`config.mk`:
```
export PLATFORM = sky130hd
export DESIGN_NAME = dmac_csr_block
export DESIGN_NICKNAME = d
export VERILOG_FILES = /design/src/rtl/dmac_reg_pkg.sv /design/src/rtl/dmac_ctrl_regs.sv /design/src/rtl/dmac_stat_flags.sv /design/src/rtl/dmac_csr_block.sv
export SDC_FILE = /design/constraint.sdc
export NUM_CORES = 1
export LEC_CHECK = 0
export BUFFER_PORTS_ARGS = -buffer_cell sky130_fd_sc_hd__clkbuf_2
export CAP_MARGIN = 20
export CORE_MARGIN = 4
export CORE_UTILIZATION = 57
export CTS_CLUSTER_DIAMETER = 80
export DETAILED_ROUTE_END_ITERATION = 10
export PLACE_DENSITY_LB_ADDON = 0.1
export SYNTH_ARGS = -nofsm -noshare
export SYNTH_HDL_FRONTEND = slang
export SYNTH_HIERARCHICAL = 1
export SYNTH_SLANG_ARGS = --single-unit
```
`constraint.sdc`:
```
create_clock -name clk -period 3.6 [get_ports clk]
set_input_delay 0.18 -clock clk [delete_from_list [all_inputs] [get_ports clk]]
set_output_delay 0.18 -clock clk [all_outputs]
set_load 0.05 [all_outputs]
```
`src/rtl/dmac_reg_pkg.sv`:
```
package dmac_reg_pkg;

    localparam int unsigned REG_AW = 5;
    localparam int unsigned REG_DW = 32;
    localparam int unsigned MAX_CH = 8;

    localparam logic [REG_AW-1:0] OFF_MODE     = 5'h00;
    localparam logic [REG_AW-1:0] OFF_AUX      = 5'h04;
    localparam logic [REG_AW-1:0] OFF_RUN      = 5'h08;
    localparam logic [REG_AW-1:0] OFF_RSVD     = 5'h0C;
    localparam logic [REG_AW-1:0] OFF_STAT     = 5'h10;
    localparam logic [REG_AW-1:0] OFF_STAT_AUX = 5'h14;

    localparam int unsigned ERR_BASE   = 8;
    localparam int unsigned START_BASE = 8;
    localparam int unsigned PHASE_BASE = 16;

    typedef enum logic [1:0] {
        CH_IDLE       = 2'd0,
        CH_DESC_FETCH = 2'd1,
        CH_WAIT       = 2'd2,
        CH_MOVE       = 2'd3
    } ch_phase_e;

    typedef enum logic [2:0] {
        SEL_NONE = 3'd0,
        SEL_MODE = 3'd1,
        SEL_AUX  = 3'd2,
        SEL_RUN  = 3'd3,
        SEL_STAT = 3'd4
    } reg_sel_e;

    function automatic reg_sel_e decode_offset(input logic [REG_AW-1:0] off);
        reg_sel_e kind;
        unique case (off)
            OFF_MODE:     kind = SEL_MODE;
            OFF_AUX:      kind = SEL_AUX;
            OFF_RUN:      kind = SEL_RUN;
            OFF_STAT:     kind = SEL_STAT;
            OFF_RSVD:     kind = SEL_NONE;
            OFF_STAT_AUX: kind = SEL_NONE;
            default:      kind = SEL_NONE;
        endcase
        return kind;
    endfunction

endpackage

```
`src/rtl/dmac_ctrl_regs.sv`:
```
module dmac_ctrl_regs
    import dmac_reg_pkg::*;
#(
    parameter int unsigned NUM_CH = 8
) (
    input  logic                  clk,
    input  logic                  rst_n,
    input  logic                  wr_mode,
    input  logic                  wr_aux,
    input  logic                  wr_run,
    input  logic [REG_DW-1:0]     wdata,
    input  logic [2*NUM_CH-1:0]   ch_state,
    output logic [2*NUM_CH-1:0]   mode_q,
    output logic [NUM_CH-1:0]     dir_q,
    output logic [REG_DW-1:0]     aux_q,
    output logic [NUM_CH-1:0]     irq_en_q,
    output logic [NUM_CH-1:0]     start_q
);

    localparam int unsigned SLICE_W = 4;

    always_ff @(posedge clk) begin
        if (!rst_n) begin
            aux_q <= '0;
        end else if (wr_aux) begin
            aux_q <= wdata;
        end
    end

    for (genvar i = 0; i < NUM_CH; i++) begin : g_ch
        ch_phase_e phase;
        assign phase = ch_phase_e'(ch_state[2*i +: 2]);

        always_ff @(posedge clk) begin
            if (!rst_n) begin
                mode_q[2*i +: 2] <= 2'b00;
                dir_q[i]         <= 1'b0;
            end else if (wr_mode) begin
                mode_q[2*i +: 2] <= wdata[SLICE_W*i +: 2];
                dir_q[i]         <= wdata[SLICE_W*i + 2];
            end
        end

        always_ff @(posedge clk) begin
            if (!rst_n) begin
                irq_en_q[i] <= 1'b0;
            end else if (wr_run) begin
                irq_en_q[i] <= wdata[i];
            end
        end

        always_ff @(posedge clk) begin
            if (!rst_n) begin
                start_q[i] <= 1'b0;
            end else begin
                start_q[i] <= wr_run && wdata[START_BASE + i] && (phase == CH_IDLE);
            end
        end

        AST_START_FROM_IDLE: assert property (@(posedge clk) disable iff (!rst_n)
            start_q[i] |-> ($past(ch_state[2*i +: 2]) == CH_IDLE));
        AST_START_HAS_REQUEST: assert property (@(posedge clk) disable iff (!rst_n)
            start_q[i] |-> $past(wr_run && wdata[START_BASE + i]));
        AST_MODE_HELD: assert property (@(posedge clk) disable iff (!rst_n)
            !wr_mode |=> $stable(mode_q[2*i +: 2]));
    end

endmodule

```
`src/rtl/dmac_stat_flags.sv`:
```
module dmac_stat_flags #(
    parameter int unsigned NUM_CH = 8
) (
    input  logic              clk,
    input  logic              rst_n,
    input  logic [NUM_CH-1:0] ch_done,
    input  logic [NUM_CH-1:0] ch_err,
    input  logic              clr_wr,
    input  logic [NUM_CH-1:0] clr_irq_bits,
    input  logic [NUM_CH-1:0] clr_err_bits,
    output logic [NUM_CH-1:0] irq_flag,
    output logic [NUM_CH-1:0] err_flag
);

    for (genvar i = 0; i < NUM_CH; i++) begin : g_flag
        logic set_irq;
        logic kill_irq;
        logic kill_err;

        assign set_irq  = ch_done[i] | ch_err[i];
        assign kill_irq = clr_wr & clr_irq_bits[i];
        assign kill_err = clr_wr & clr_err_bits[i];

        always_ff @(posedge clk) begin
            if (!rst_n) begin
                irq_flag[i] <= 1'b0;
            end else if (set_irq) begin
                irq_flag[i] <= 1'b1;
            end else if (kill_irq) begin
                irq_flag[i] <= 1'b0;
            end
        end

        always_ff @(posedge clk) begin
            if (!rst_n) begin
                err_flag[i] <= 1'b0;
            end else if (ch_err[i]) begin
                err_flag[i] <= 1'b1;
            end else if (kill_err) begin
                err_flag[i] <= 1'b0;
            end
        end

        AST_SET_BEATS_CLEAR: assert property (@(posedge clk) disable iff (!rst_n)
            (ch_done[i] || ch_err[i]) |=> irq_flag[i]);
        AST_ERR_MARKS_BOTH: assert property (@(posedge clk) disable iff (!rst_n)
            ch_err[i] |=> (err_flag[i] && irq_flag[i]));
        AST_FLAG_STICKY: assert property (@(posedge clk) disable iff (!rst_n)
            (irq_flag[i] && !clr_wr) |=> irq_flag[i]);
        AST_W1C_CLEARS: assert property (@(posedge clk) disable iff (!rst_n)
            (clr_wr && clr_irq_bits[i] && !ch_done[i] && !ch_err[i]) |=> !irq_flag[i]);
    end

endmodule

```
`src/rtl/dmac_csr_block.sv`:
```
module dmac_csr_block
    import dmac_reg_pkg::*;
#(
    parameter int unsigned NUM_CH = 8
) (
    input  logic                clk,
    input  logic                rst_n,
    input  logic                bus_sel,
    input  logic                bus_wr,
    input  logic [4:0]          bus_addr,
    input  logic [31:0]         bus_wdata,
    output logic [31:0]         bus_rdata,
    input  logic [2*NUM_CH-1:0] ch_state,
    input  logic [NUM_CH-1:0]   ch_done,
    input  logic [NUM_CH-1:0]   ch_err,
    output logic [2*NUM_CH-1:0] ch_mode,
    output logic [NUM_CH-1:0]   ch_dir,
    output logic [NUM_CH-1:0]   ch_start,
    output logic                irq
);

    localparam int unsigned SLICE_W = 4;

    reg_sel_e              kind;
    logic                  wr_hit;
    logic                  rd_hit;
    logic [REG_DW-1:0]     aux_q;
    logic [NUM_CH-1:0]     irq_en_q;
    logic [NUM_CH-1:0]     irq_flag;
    logic [NUM_CH-1:0]     err_flag;
    logic [REG_DW-1:0]     rd_next;
    logic [REG_DW-1:0]     rdata_q;

    assign kind   = decode_offset(bus_addr);
    assign wr_hit = bus_sel &  bus_wr;
    assign rd_hit = bus_sel & ~bus_wr;

    dmac_ctrl_regs #(.NUM_CH(NUM_CH)) ctrl_i (
        .clk      (clk),
        .rst_n    (rst_n),
        .wr_mode  (wr_hit && kind == SEL_MODE),
        .wr_aux   (wr_hit && kind == SEL_AUX),
        .wr_run   (wr_hit && kind == SEL_RUN),
        .wdata    (bus_wdata),
        .ch_state (ch_state),
        .mode_q   (ch_mode),
        .dir_q    (ch_dir),
        .aux_q    (aux_q),
        .irq_en_q (irq_en_q),
        .start_q  (ch_start)
    );

    dmac_stat_flags #(.NUM_CH(NUM_CH)) flags_i (
        .clk          (clk),
        .rst_n        (rst_n),
        .ch_done      (ch_done),
        .ch_err       (ch_err),
        .clr_wr       (wr_hit && kind == SEL_STAT),
        .clr_irq_bits (bus_wdata[NUM_CH-1:0]),
        .clr_err_bits (bus_wdata[ERR_BASE +: NUM_CH]),
        .irq_flag     (irq_flag),
        .err_flag     (err_flag)
    );

    always_comb begin
        rd_next = '0;
        unique case (kind)
            SEL_MODE: begin
                for (int i = 0; i < NUM_CH; i++) begin
                    rd_next[SLICE_W*i +: 3] = {ch_dir[i], ch_mode[2*i +: 2]};
                end
            end
            SEL_AUX: rd_next = aux_q;
            SEL_RUN: rd_next[NUM_CH-1:0] = irq_en_q;
            SEL_STAT: begin
                for (int i = 0; i < NUM_CH; i++) begin
                    rd_next[i]                 = irq_flag[i];
                    rd_next[ERR_BASE + i]      = err_flag[i];
                    rd_next[PHASE_BASE + 2*i +: 2] = ch_state[2*i +: 2];
                end
            end
            default: rd_next = '0;
        endcase
    end

    always_ff @(posedge clk) begin
        if (!rst_n) begin
            rdata_q <= '0;
        end else if (rd_hit) begin
            rdata_q <= rd_next;
        end
    end

    assign bus_rdata = rdata_q;
    assign irq       = |(irq_flag & irq_en_q);

    AST_RSVD_READS_ZERO: assert property (@(posedge clk) disable iff (!rst_n)
        (rd_hit && (bus_addr == OFF_RSVD || bus_addr == OFF_STAT_AUX)) |=> (bus_rdata == '0));
    AST_RDATA_HOLDS: assert property (@(posedge clk) disable iff (!rst_n)
        !rd_hit |=> $stable(bus_rdata));
    AST_IRQ_NEEDS_FLAG: assert property (@(posedge clk) disable iff (!rst_n)
        irq |-> (irq_flag != '0));

endmodule

```
==> After elaboration in Yosys (flattened, before gate mapping) <==
Cells that the tools add are included.
{ "totals": {"regBits": 120, "latchBits": 0, "ram_bits": 0, "romBits": 0, "in_bits": 73, "output_inout_bits": 65, "word_cells": 180, "n_memories": 0} }
{ "op_classes": {"add_sub_neg": 0, "multipliers": 0, "div_mod_pow": 0, "order_cmp": 0, "eq_ne": 7, "n_shift": 0, "n_mux": 49, "bitwise": 28, "n_reduce_logical": 46} }
{ "ops": {"columns": ["operator", "n"], "rows": [
  ["case mux 3 bit (3 select lines)", 6],
  ["case mux 3 bit (4 select lines)", 3],
  ["two-way mux 1 bit", 32],
  ["nonzero test 2 bit", 16],
  ["logical AND 1 bit", 20],
  ["AND 1 bit", 18],
  ["zero test 2 bit", 8],
  ["case mux 1 bit (2 select lines)", 6],
  ["AND 8 bit", 1],
  ["OR 1 bit", 8],
  ["OR reduction 8 bit", 1],
  ["== test 3 x 2 -> 1 bit (second input constant)", 2],
  ["case mux 1 bit (3 select lines)", 2],
  ["== test 5 x 3 -> 1 bit (second input constant)", 1],
  ["== test 5 x 4 -> 1 bit (second input constant)", 1],
  ["== test 5 bit (second input constant)", 1],
  ["zero test 5 bit", 1],
  ["== test 3 x 1 -> 1 bit (second input constant)", 1],
  ["== test 3 bit (second input constant)", 1],
  ["NOT 1 bit", 1]
]} }

==> Depth between registers and ports, before layout <==
Gate-level depths: netlist of the first run.
{ "logic_depth": {"depth_word": 7, "mapped_depth": 9, "depth_no_buf": 5} }

==> Modules after synthesis <==
The synthesis of the first run kept the hierarchy.
{ "by_module_without_submodules": {"columns": ["mod", "instances", "cells_each", "area_per_inst_um2", "seq_area_each_um2"], "rows": [
  ["dmac_ctrl_regs", 1, 224, 2783.9, 1441.4],
  ["dmac_csr_block", 1, 207, 1831.8, 640.6],
  ["dmac_stat_flags", 1, 58, 596.8, 320.3]
]} }

==> Worst setup path before layout of the first run <==
Ideal clock, no wire load.
{ "synth_timing": {"path_type": "in2reg", "startpoint": "input port bus_addr[1]", "endpoint": "register flags_i.irq_flag[2]", "setup_time_ps": 120, "arrival_ps": 1547, "t_required_ps": 3480, "slack_ps": 1934, "stages": 8, "path_buffers": 3, "path_cell_list": "nor3_1 > and3b_1 > buf_2 > buf_4 > nor2b_1 > buf_6 > a21boi_2 > o31a_1"} }
{ "synth_via": {"elab_chain_len": 6, "elab_cells_between_ends": 9, "classes_between": "eq/ne (4); mux (1); bitwise (1); reduce/logical (3)"} }
{ "synth_lines": {"columns": ["item", "line_no", "rtl"], "rows": [
  ["from (decl)", "dmac_csr_block.sv:10", "input logic [4:0] bus_addr,"],
  ["== test 5 bit, or another cell as far along", "dmac_reg_pkg.sv:35", "unique case (off)"],
  ["case mux 3 bit (4 select lines) *", "dmac_reg_pkg.sv:35", null],
  ["== test 3 bit *", "dmac_csr_block.sv:58", ".clr_wr (wr_hit && kind == SEL_STAT),"],
  ["logical AND 1 bit *", "dmac_csr_block.sv:58", null],
  ["AND 1 bit *", "dmac_stat_flags.sv:21", "assign kill_irq = clr_wr & clr_irq_bits[i];"],
  ["nonzero test 2 bit (no source line) *", null, null],
  ["to (signal, indexed assignment)", "dmac_stat_flags.sv:26", "irq_flag[i] <= 1'b0;"],
  ["to (signal, indexed assignment)", "dmac_stat_flags.sv:28", "irq_flag[i] <= 1'b1;"],
  ["to (signal, indexed assignment)", "dmac_stat_flags.sv:30", "irq_flag[i] <= 1'b0;"],
  ["to (decl)", "dmac_stat_flags.sv:11", "output logic [NUM_CH-1:0] irq_flag,"]
]} }
Every way passes the cells marked *; elsewhere a longest branch is shown, timed or not.
A chain may end at the register's enable or synchronous reset.

==> Final worst setup path of the first run <==
{ "layout_timing": {"startpoint": "input port bus_addr[4]", "endpoint": "register flags_i.irq_flag[1]"} }
The elaborated chain is that of the path after synthesis.

==> flow_metrics.env, run 1 <==
export IMPL_status="complete, no violations"
export IMPL_slew_viol_final=0
export IMPL_cts_made_buffers=17
export IMPL_yosysTopAreaCell="dfxtp_1"
export IMPL_cts_root_buf="clkbuf_8"
export IMPL_hold_path_class="in2reg"
export IMPL_critPathBufInv=3
export IMPL_worstSkewPairLatency_ns=0.52
export IMPL_wl_per_cell_microns=19.0
export IMPL_maxClockFrequency_ghz=0.390
export IMPL_setup_tns_final_ns=0
export IMPL_dr_pass1_iters=5
export IMPL_met1_usage=0.345
export IMPL_min_from="bus_wr"
export IMPL_grt_usage=0.292
export IMPL_cp_end_kind="flip-flop"
export IMPL_detail_route_antenna_nets=0
export IMPL_cpMaxStageDelayCell="nor2b_1"
export IMPL_syn_nets=562
export IMPL_syn_area_sq_um=5210
export IMPL_worstPathCellList="clkbuf_2 > and3b_1 > buf_4 > nor2b_1 > a21boi_0 > o31a_1 > dlygate4sd3_1"
export IMPL_cp_required_ns=3.99
export IMPL_relSlewSlack=0.490
export IMPL_cellLeakagePower_nw=2.83
export IMPL_dp_hpwl_mm=9.45
export IMPL_synth_distinct_cells=40
export IMPL_synthTopCellsByArea="dfxtp_1, mux2i_1, nor2b_1, a22oi_1, mux2_2"
export IMPL_clock_skew_ns=0.00686
export IMPL_ios=138
export IMPL_port_buffers=137
export IMPL_met3_usage=0.0796
export IMPL_crit_path_max_fanout=24
export IMPL_nNetsFinal=765
export IMPL_r2r_slack_ns=2.15
export IMPL_rsz0062_at_grt="no"
export IMPL_syn_inst=489
export IMPL_worstMarginPinSlew_ns=0.764
export IMPL_grt_start_max_net_pins=82
export IMPL_dieArea_sq_um=10700
export IMPL_synth_top_area_share=0.461
export IMPL_busiest_layer="met2"
export IMPL_fin_util=0.821
export IMPL_yosysWarnings=6
export IMPL_critPathTopFamily="buffers and inverters"
export IMPL_arrival_ns=2.96
export IMPL_core_area_sq_um=8810
export IMPL_cts_max_path_buffers=2
export IMPL_fp_row_count=34
export IMPL_hold_violations=0
export IMPL_ir_drop_uv=406
export IMPL_postCtsResizedCells=0
export IMPL_r2r_cells=3
export IMPL_min_to="bus_rdata[11]"
export IMPL_start_util=0.592
export IMPL_setup_viol=0
export IMPL_grt_pass1_wl_mm=25.3
export IMPL_critPathLaunch="bus_addr[4]"
export IMPL_min_period_ns=2.57
export IMPL_route_vias_total=4591
export IMPL_drive_gt1_frac=0.312
export IMPL_synth_seq_cells=120
export IMPL_grt_pass1_vias=4872
export IMPL_postCtsSetupRepairBufs=0
export IMPL_die_x_microns=104
export IMPL_grtUsageMet2=0.509
export IMPL_ys_seq_area_frac=0.461
export IMPL_syn_avg_cell_area_sq_um=10.7
export IMPL_via_per_inst=5.65
export IMPL_postCtsHoldBufs=71
export IMPL_final_cells=813
export IMPL_drtIter0Drc=295
export IMPL_area_growth_pct=38.6
export IMPL_clk_pin_slew_ns=0.06
export IMPL_max_stage_delay_ns=0.65
export IMPL_maxCapViolCount=0
export IMPL_power_density_nw_per_um2=494
export IMPL_drc=0
export IMPL_p_total_w=0.00357
export IMPL_drt_wl_total_mm=15.4
export IMPL_cts_tree="yes"
export IMPL_r2r_end="flags_i/irq_flag[1]"
export IMPL_htreeDepth=4
export IMPL_criticalPathCategory="in2reg"
export IMPL_crit_cells=7
export IMPL_n_antenna_cell=0
export IMPL_cts_sinks=120
export IMPL_dieHeight_microns=104
export IMPL_routabilityCongestion=0.810
export IMPL_whs_path_depth=3
export IMPL_crit_path_start_kind="primary input"
export IMPL_dp_cells=709
export IMPL_worstReg2RegStart="flags_i/irq_flag[1]"
export IMPL_antenna_found_initial=0
export IMPL_grt_overflow=0
export IMPL_timing_final_crit_share=0.713
## tightest hold or removal path: stages
cell and delay, ns:
clkbuf_2 0.11, nor2b_4 0.09, a21oi_1 0.12
## layout by cell type (no fill, tap or decap), drive strengths merged, types with 2 or more instances in the layout
cell type      n
inv           10
clkinv         4
nor4b          8
nor2           8
and3b          2
nor4           2
a21oi         12
nand2         32
o21ai         33
o31a           8
a22o           2
o2bb2ai        2
dfxtp        120
a22oi         30
mux2          18
a21boi         8
clkbuf       156
buf           10
dlygate4sd3   71
a31oi          8
o221ai         6
mux2i         70
bufinv         6
nor2b         70
## cell families (layout without fill, tap and decap cells)
| family | after synthesis | after routing | synth area share |
|---|---|---|---|
| muxes | 88 | 88 | 0.173 |
| and+or+nand+nor | 128 | 128 | 0.158 |
| DFF | 120 | 120 | 0.461 |
| buffers and inverters | 42 | 258 | 0.0631 |
| AOI/OAI and AO/OA | 111 | 111 | 0.145 |
## synth_stat cells (all sizes together)
| library cell | instances |
|---|---|
| and3b | 2 |
| nor2 | 8 |
| a22o | 2 |
| dfxtp | 120 |
| nand3 | 1 |
| nor4b | 8 |
| nor3 | 1 |
| nor3b | 1 |
| o31ai | 1 |
| o21ai | 33 |
| mux2 | 18 |
| or3 | 1 |
| buf | 29 |
| nor4 | 2 |
| inv | 8 |
| a21oi | 12 |
| a21boi | 8 |
| mux2i | 70 |
| o221ai | 6 |
| or2 | 1 |
| nor2b | 70 |
| o31a | 8 |
| nand2 | 32 |
| o2bb2ai | 2 |
| a211o | 1 |
| clkbuf | 5 |
| a31oi | 8 |
| a22oi | 30 |
| nand4 | 1 |
## worst max path at each step
stage	end	slack, ns
floorplan	flags_i/irq_flag[2]	1.93
detailed placement	ctrl_i/aux_q[20]	1.04
finish	flags_i/irq_flag[1]	1.03
global placement	ctrl_i/aux_q[22]	1.12
CTS	flags_i/irq_flag[1]	1.13
global route	flags_i/irq_flag[6]	0.90
## routing by layer
| metal | up-vias | part of all wire |
|---|---|---|
| met2 | 189 | 0.51 |
| met1 | 2224 | 0.40 |
| li1 | 2155 | - |
| met4 | 0 | 0.017 |
| met5 | - | 0 |
| met3 | 23 | 0.072 |
## flip-flops by register name (all words and copies together), names as in the netlist
register,cells
ctrl_i/start_q,8
bus_rdata,32
ctrl_i/aux_q,32
ctrl_i/mode_q,16
flags_i/irq_flag,8
ctrl_i/irq_en_q,8
ctrl_i/dir_q,8
flags_i/err_flag,8
## final cells by class
| class | instances | area [sq um] |
|---|---|---|
| multi-input cells | 327 | 2500 |
| flip-flops and latches | 120 | 2400 |
| fillers | 530 | 1580 |
| repair buffers | 218 | 1480 |
| clock buffers | 19 | 442 |
| clock inverters | 13 | 240 |
| well taps | 108 | 135 |
| inverters | 8 | 30.0 |
## report_power, final
| group | switching, W | internal [W] |
|---|---|---|
| logic | 0.000134 | 0.000132 |
| clock network | 0.000629 | 0.00131 |
| registers | 0.0000139 | 0.00135 |
## per-stage QoR
stage	setup WS (ns)	area (sq um)	hold slack (ns)
3_3_place_gp	1.12	5820	0.376
6_report	1.03	7230	0.0292
2_1_floorplan	1.93	5210	0.251
3_5_place_dp	1.04	5820	0.373
5_1_grt	0.900	7230	0.0217
4_1_cts	1.13	7220	0.00870
Note: power is estimated with default switching activity, not from simulation.
==> inputs of run 2 (changes only) <==
--- a/config.mk
+++ b/config.mk
@@ -8,7 +8,7 @@
 export BUFFER_PORTS_ARGS = -buffer_cell sky130_fd_sc_hd__clkbuf_2
 export CAP_MARGIN = 20
 export CORE_MARGIN = 4
-export CORE_UTILIZATION = 57
+export CORE_UTILIZATION = 53
 export CTS_CLUSTER_DIAMETER = 80
 export DETAILED_ROUTE_END_ITERATION = 10
 export PLACE_DENSITY_LB_ADDON = 0.1
==> constraint.sdc (replaced) <==
create_clock -name clk -period 2.7 [get_ports clk]
set_input_delay 0.135 -clock clk [delete_from_list [all_inputs] [get_ports clk]]
set_output_delay 0.135 -clock clk [all_outputs]
set_load 0.05 [all_outputs]
==> flow_metrics.env, run 2 (same netlist as run 1, synthesis figures left out) <==
export IMPL_status="complete, no violations"
export IMPL_arrival_ns=2.60
export IMPL_setup_viol=0
export IMPL_drt_wl_total_mm=15.3
export IMPL_drc=0
export IMPL_setup_tns_final_ns=0
export IMPL_drtIter0Drc=229
export IMPL_dr_pass1_iters=5
export IMPL_worstMarginPinSlew_ns=0.754
export IMPL_whs_path_depth=3
export IMPL_start_util=0.554
export IMPL_timing_final_crit_share=0.793
export IMPL_clk_pin_slew_ns=0.06
export IMPL_layout_setup_ws_ns=0.559
export IMPL_nNetsFinal=777
export IMPL_grt_usage=0.272
export IMPL_hold_path_class="in2reg"
export IMPL_grt_pass1_vias=4787
export IMPL_fin_util=0.777
export IMPL_port_buffers=137
export IMPL_cellLeakagePower_nw=2.85
export IMPL_area_growth_pct=40.4
export IMPL_min_period_ns=2.14
export IMPL_cts_max_path_buffers=2
export IMPL_dp_hpwl_mm=9.42
export IMPL_cp_required_ns=3.15
export IMPL_final_common_cell="clkbuf_2"
export IMPL_crit_path_max_fanout=8
export IMPL_route_vias_total=4616
export IMPL_rsz0062_at_grt="no"
export IMPL_routabilityCongestion=0.905
export IMPL_dpl_worst_slack_ns=0.702
export IMPL_htreeDepth=4
export IMPL_grt_start_max_net_pins=49
export IMPL_final_cells=846
export IMPL_p_total_w=0.00456
export IMPL_criticalPathCategory="in2reg"
export IMPL_cts_made_buffers=17
export IMPL_clock_skew_ns=0.00755
export IMPL_dieHeight_microns=107
export IMPL_power_density_nw_per_um2=624
export IMPL_core_area_sq_um=9420
export IMPL_n_antenna_cell=0
export IMPL_detail_route_antenna_nets=0
export IMPL_maxCapViolCount=0
export IMPL_grt_pass1_wl_mm=24.5
export IMPL_drive_gt1_frac=0.311
export IMPL_relSlewSlack=0.496
export IMPL_cp_end_kind="flip-flop"
export IMPL_slew_viol_final=0
export IMPL_maxClockFrequency_ghz=0.467
export IMPL_hold_violations=0
export IMPL_cts_tree="yes"
export IMPL_ios=138
export IMPL_grt_overflow=0
export IMPL_cts_sinks=120
export IMPL_fp_row_count=35
export IMPL_crit_path_start_kind="primary input"
export IMPL_die_x_microns=107
export IMPL_dp_cells=735
export IMPL_final_cell_mix="clkbuf_2, dfxtp_1, dlygate4sd3_1"
export IMPL_antenna_found_initial=0
export IMPL_wl_per_cell_microns=18.1
export IMPL_cts_root_buf="clkbuf_8"
export IMPL_postCtsSetupRepairBufs=0
export IMPL_via_per_inst=5.46
export IMPL_r2r_cells=3
export IMPL_worstSkewPairLatency_ns=0.51
export IMPL_ir_drop_uv=395
export IMPL_dieArea_sq_um=11500
==> run 2: cell types whose count changed in the layout (fill, tap and decap cells not counted), sizes merged <==
cell         change
clkinvlp         +3
bufinv           -2
dlygate4sd3      +8
buf              +4
clkinv           -1
==> run 2: worst max-delay path, cell delays in order <==
cell           delay (ns)
dlygate4sd3_1        0.53
clkbuf_2             0.14
nand2_1              0.19
nor3b_2              0.49
nand2_4              0.24
nor4b_2              0.27
dlygate4sd3_1        0.58
==> run 2: report_power, final <==
group,internal (W),switching (W),total [W]
clock,0.00153,0.000848,0.00238
sequential,0.00180,0.0000175,0.00182
combinational,0.000185,0.000182,0.000367
total,0.00352,0.00105,0.00456
==> run 2: what timing repair did <==
| action | in CTS | in global routing |
|---|---|---|
| resized for setup | 0 | 0 |
| hold endpoints to repair | 94 | 0 |
| hold buffers | 79 | 0 |
==> run 2: worst paths after layout <==
check / startpoint / to / slack [ns]
setup / recovery: bus_wr / ctrl_i/start_q[5] / 0.56
hold / removal: ch_state[11] / bus_rdata[27] / 0.01
hold reg to reg: bus_rdata[10] / bus_rdata[10] / 0.45
setup reg to reg: flags_i/irq_flag[7] / flags_i/irq_flag[7] / 1.30
==> run 2: metrics by stage <==
stage	hold WS [ns]	cell area, sq um
floorplan	0.206	5210
global route	0.0158	7320
finish	0.0142	7320
global placement	0.324	5900
detailed placement	0.329	5900
CTS	0.00136	7320
==> run 2: final cells by class <==
cell class / instances / area (sq um)
Timing Repair Buffer: 230 / 1590
Sequential cell: 120 / 2400
Clock buffer: 19 / 432
Multi-Input combinational cell: 327 / 2500
Inverter: 8 / 30.0
Tap cell: 129 / 161
Clock inverter: 13 / 194
Fill cell: 639 / 2100
==> run 2: per-layer routing <==
metal  wire, microns  global-route usage
met1            6380               0.329
met2            7750               0.472
met3             939              0.0662
met4             264              0.0941
met5               0                   0
==> inputs of run 3 (changes only) <==
--- a/config.mk
+++ b/config.mk
@@ -8,7 +8,7 @@
 export BUFFER_PORTS_ARGS = -buffer_cell sky130_fd_sc_hd__clkbuf_2
 export CAP_MARGIN = 20
 export CORE_MARGIN = 4
-export CORE_UTILIZATION = 53
+export CORE_UTILIZATION = 47
 export CTS_CLUSTER_DIAMETER = 80
 export DETAILED_ROUTE_END_ITERATION = 10
 export PLACE_DENSITY_LB_ADDON = 0.1
==> constraint.sdc (replaced) <==
create_clock -name clk -period 1.8 [get_ports clk]
set_input_delay 0.09 -clock clk [delete_from_list [all_inputs] [get_ports clk]]
set_output_delay 0.09 -clock clk [all_outputs]
set_load 0.05 [all_outputs]
==> flow_metrics.env, run 3 (same netlist as run 1, synthesis figures left out) <==
export IMPL_status="complete, no violations"
export IMPL_min_from="ch_state[6]"
export IMPL_final_common_cell="clkbuf_2"
export IMPL_drtIter0Drc=236
export IMPL_routabilityCongestion=0.824
export IMPL_relSlewSlack=0.447
export IMPL_ios=138
export IMPL_arrival_ns=2.04
export IMPL_final_cell_mix="clkbuf_2, dfxtp_1, dlygate4sd3_1"
export IMPL_dp_hpwl_mm=9.71
export IMPL_wl_per_cell_microns=17.5
export IMPL_route_vias_total=4491
export IMPL_detail_route_antenna_nets=0
export IMPL_timing_final_crit_share=0.917
export IMPL_rsz0062_at_grt="no"
export IMPL_htreeDepth=4
export IMPL_whs_path_depth=4
export IMPL_cp_required_ns=2.19
export IMPL_clk_pin_slew_ns=0.05
export IMPL_maxClockFrequency_ghz=0.606
export IMPL_grt_usage=0.238
export IMPL_cellLeakagePower_nw=2.84
export IMPL_area_growth_pct=39.2
export IMPL_port_buffers=137
export IMPL_r2r_end="flags_i/irq_flag[7]"
export IMPL_crit_path_max_fanout=6
export IMPL_r2r_cells=3
export IMPL_grt_pass1_wl_mm=24.1
export IMPL_die_x_microns=113
export IMPL_dieHeight_microns=113
export IMPL_min_period_ns=1.65
export IMPL_power_density_nw_per_um2=862
export IMPL_dr_pass1_iters=7
export IMPL_min_to="bus_rdata[22]"
export IMPL_cts_root_buf="clkbuf_8"
export IMPL_fillers=871
export IMPL_worstSkewPairLatency_ns=0.51
export IMPL_crit_path_start_kind="primary input"
export IMPL_critPathLaunch="bus_addr[1]"
export IMPL_hold_violations=0
export IMPL_clock_skew_ns=0.00553
export IMPL_grt_pass1_vias=4648
export IMPL_antenna_found_initial=0
export IMPL_postCtsSetupRepairBufs=0
export IMPL_cts_made_buffers=17
export IMPL_nNetsFinal=781
export IMPL_via_per_inst=5.23
export IMPL_grt_start_max_net_pins=48
export IMPL_grt_overflow=0
export IMPL_start_util=0.481
export IMPL_cts_sinks=120
export IMPL_fp_row_count=38
export IMPL_ir_drop_uv=479
export IMPL_cp_end_kind="flip-flop"
export IMPL_drive_gt1_frac=0.311
export IMPL_drc=0
export IMPL_drt_wl_total_mm=15.0
export IMPL_worstMarginPinSlew_ns=0.827
export IMPL_setup_viol=0
export IMPL_postCtsResizedCells=0
export IMPL_fin_util=0.669
export IMPL_cts_tree="yes"
export IMPL_maxCapViolCount=0
export IMPL_slew_viol_final=0
export IMPL_setup_tns_final_ns=0
export IMPL_n_antenna_cell=0
export IMPL_hold_path_class="in2reg"
export IMPL_cts_max_path_buffers=2
export IMPL_core_area_sq_um=10800
export IMPL_criticalPathCategory="in2reg"
export IMPL_dieArea_sq_um=12800
export IMPL_r2r_slack_ns=0.34
export IMPL_worstReg2RegStart="flags_i/irq_flag[7]"
[run 3: worst max-delay path, cell delays in order]
cell and delay (ns):
clkbuf_2 0.13, nor3_1 0.27, and3b_1 0.23, nor2b_1 0.22, buf_4 0.20, a21boi_0 0.09, o31a_1 0.25, dlygate4sd3_1 0.57
[run 3: layout make-up]
| class | count | area (sq um) | share of cell area |
|---|---|---|---|
| Multi-Input combinational cell | 327 | 2500 | 0.345 |
| Inverter | 8 | 30.0 | 0.00414 |
| Sequential cell | 120 | 2400 | 0.331 |
| Tap cell | 140 | 175 | 0.0241 |
| Timing Repair Buffer | 234 | 1620 | 0.224 |
| Clock buffer | 26 | 508 | 0.0700 |
| Clock inverter | 3 | 15.0 | 0.00207 |
[run 3: per-layer routing]
layer  GRT usage  up-vias  wire [microns]  part of all wire
met5           0        -               0                 0
met4      0.0873        0             228             0.015
met3      0.0588       20             842             0.056
met2       0.395      133            7300              0.49
met1       0.301     2154            6650              0.44
li1            -     2184               -                 -
[run 3: where the power goes]
group | internal [W] | leakage (nW) | switching (W)
sequential | 0.00270 | 0.973 | 0.0000246
combinational | 0.000280 | 1.61 | 0.000271
clock | 0.00188 | 0.263 | 0.00110
[run 3: how the worst max path moves through the flow]
stage | to | slack (ns) | depth (start not counted)
2_1_floorplan | flags_i/irq_flag[2] | 0.22 | 8
3_3_place_gp | ctrl_i/mode_q[14] | 0.16 | 6
3_5_place_dp | ctrl_i/dir_q[2] | 0.12 | 6
4_1_cts | flags_i/irq_flag[5] | 0.18 | 8
5_1_grt | flags_i/irq_flag[0] | 0.07 | 8
6_report | flags_i/irq_flag[0] | 0.15 | 8
[run 3: stage by stage]
step                      power (W)  cell area, sq um  hold WS [ns]  worst slack, ns  std cells
after floorplan             0.00300              5210         0.161            0.224        489
after global placement      0.00319              5950         0.283            0.155        751
after detailed placement    0.00319              5950         0.282            0.116        751
after CTS                   0.00630              7250       0.00912            0.181        858
after global routing        0.00647              7250        0.0454           0.0708        858
final                       0.00625              7250        0.0336            0.149        858
[run 3: timing repair]
action,CTS,global route
setup endpoints to repair,0,0
hold endpoints to repair,95,0
hold buffers,78,0
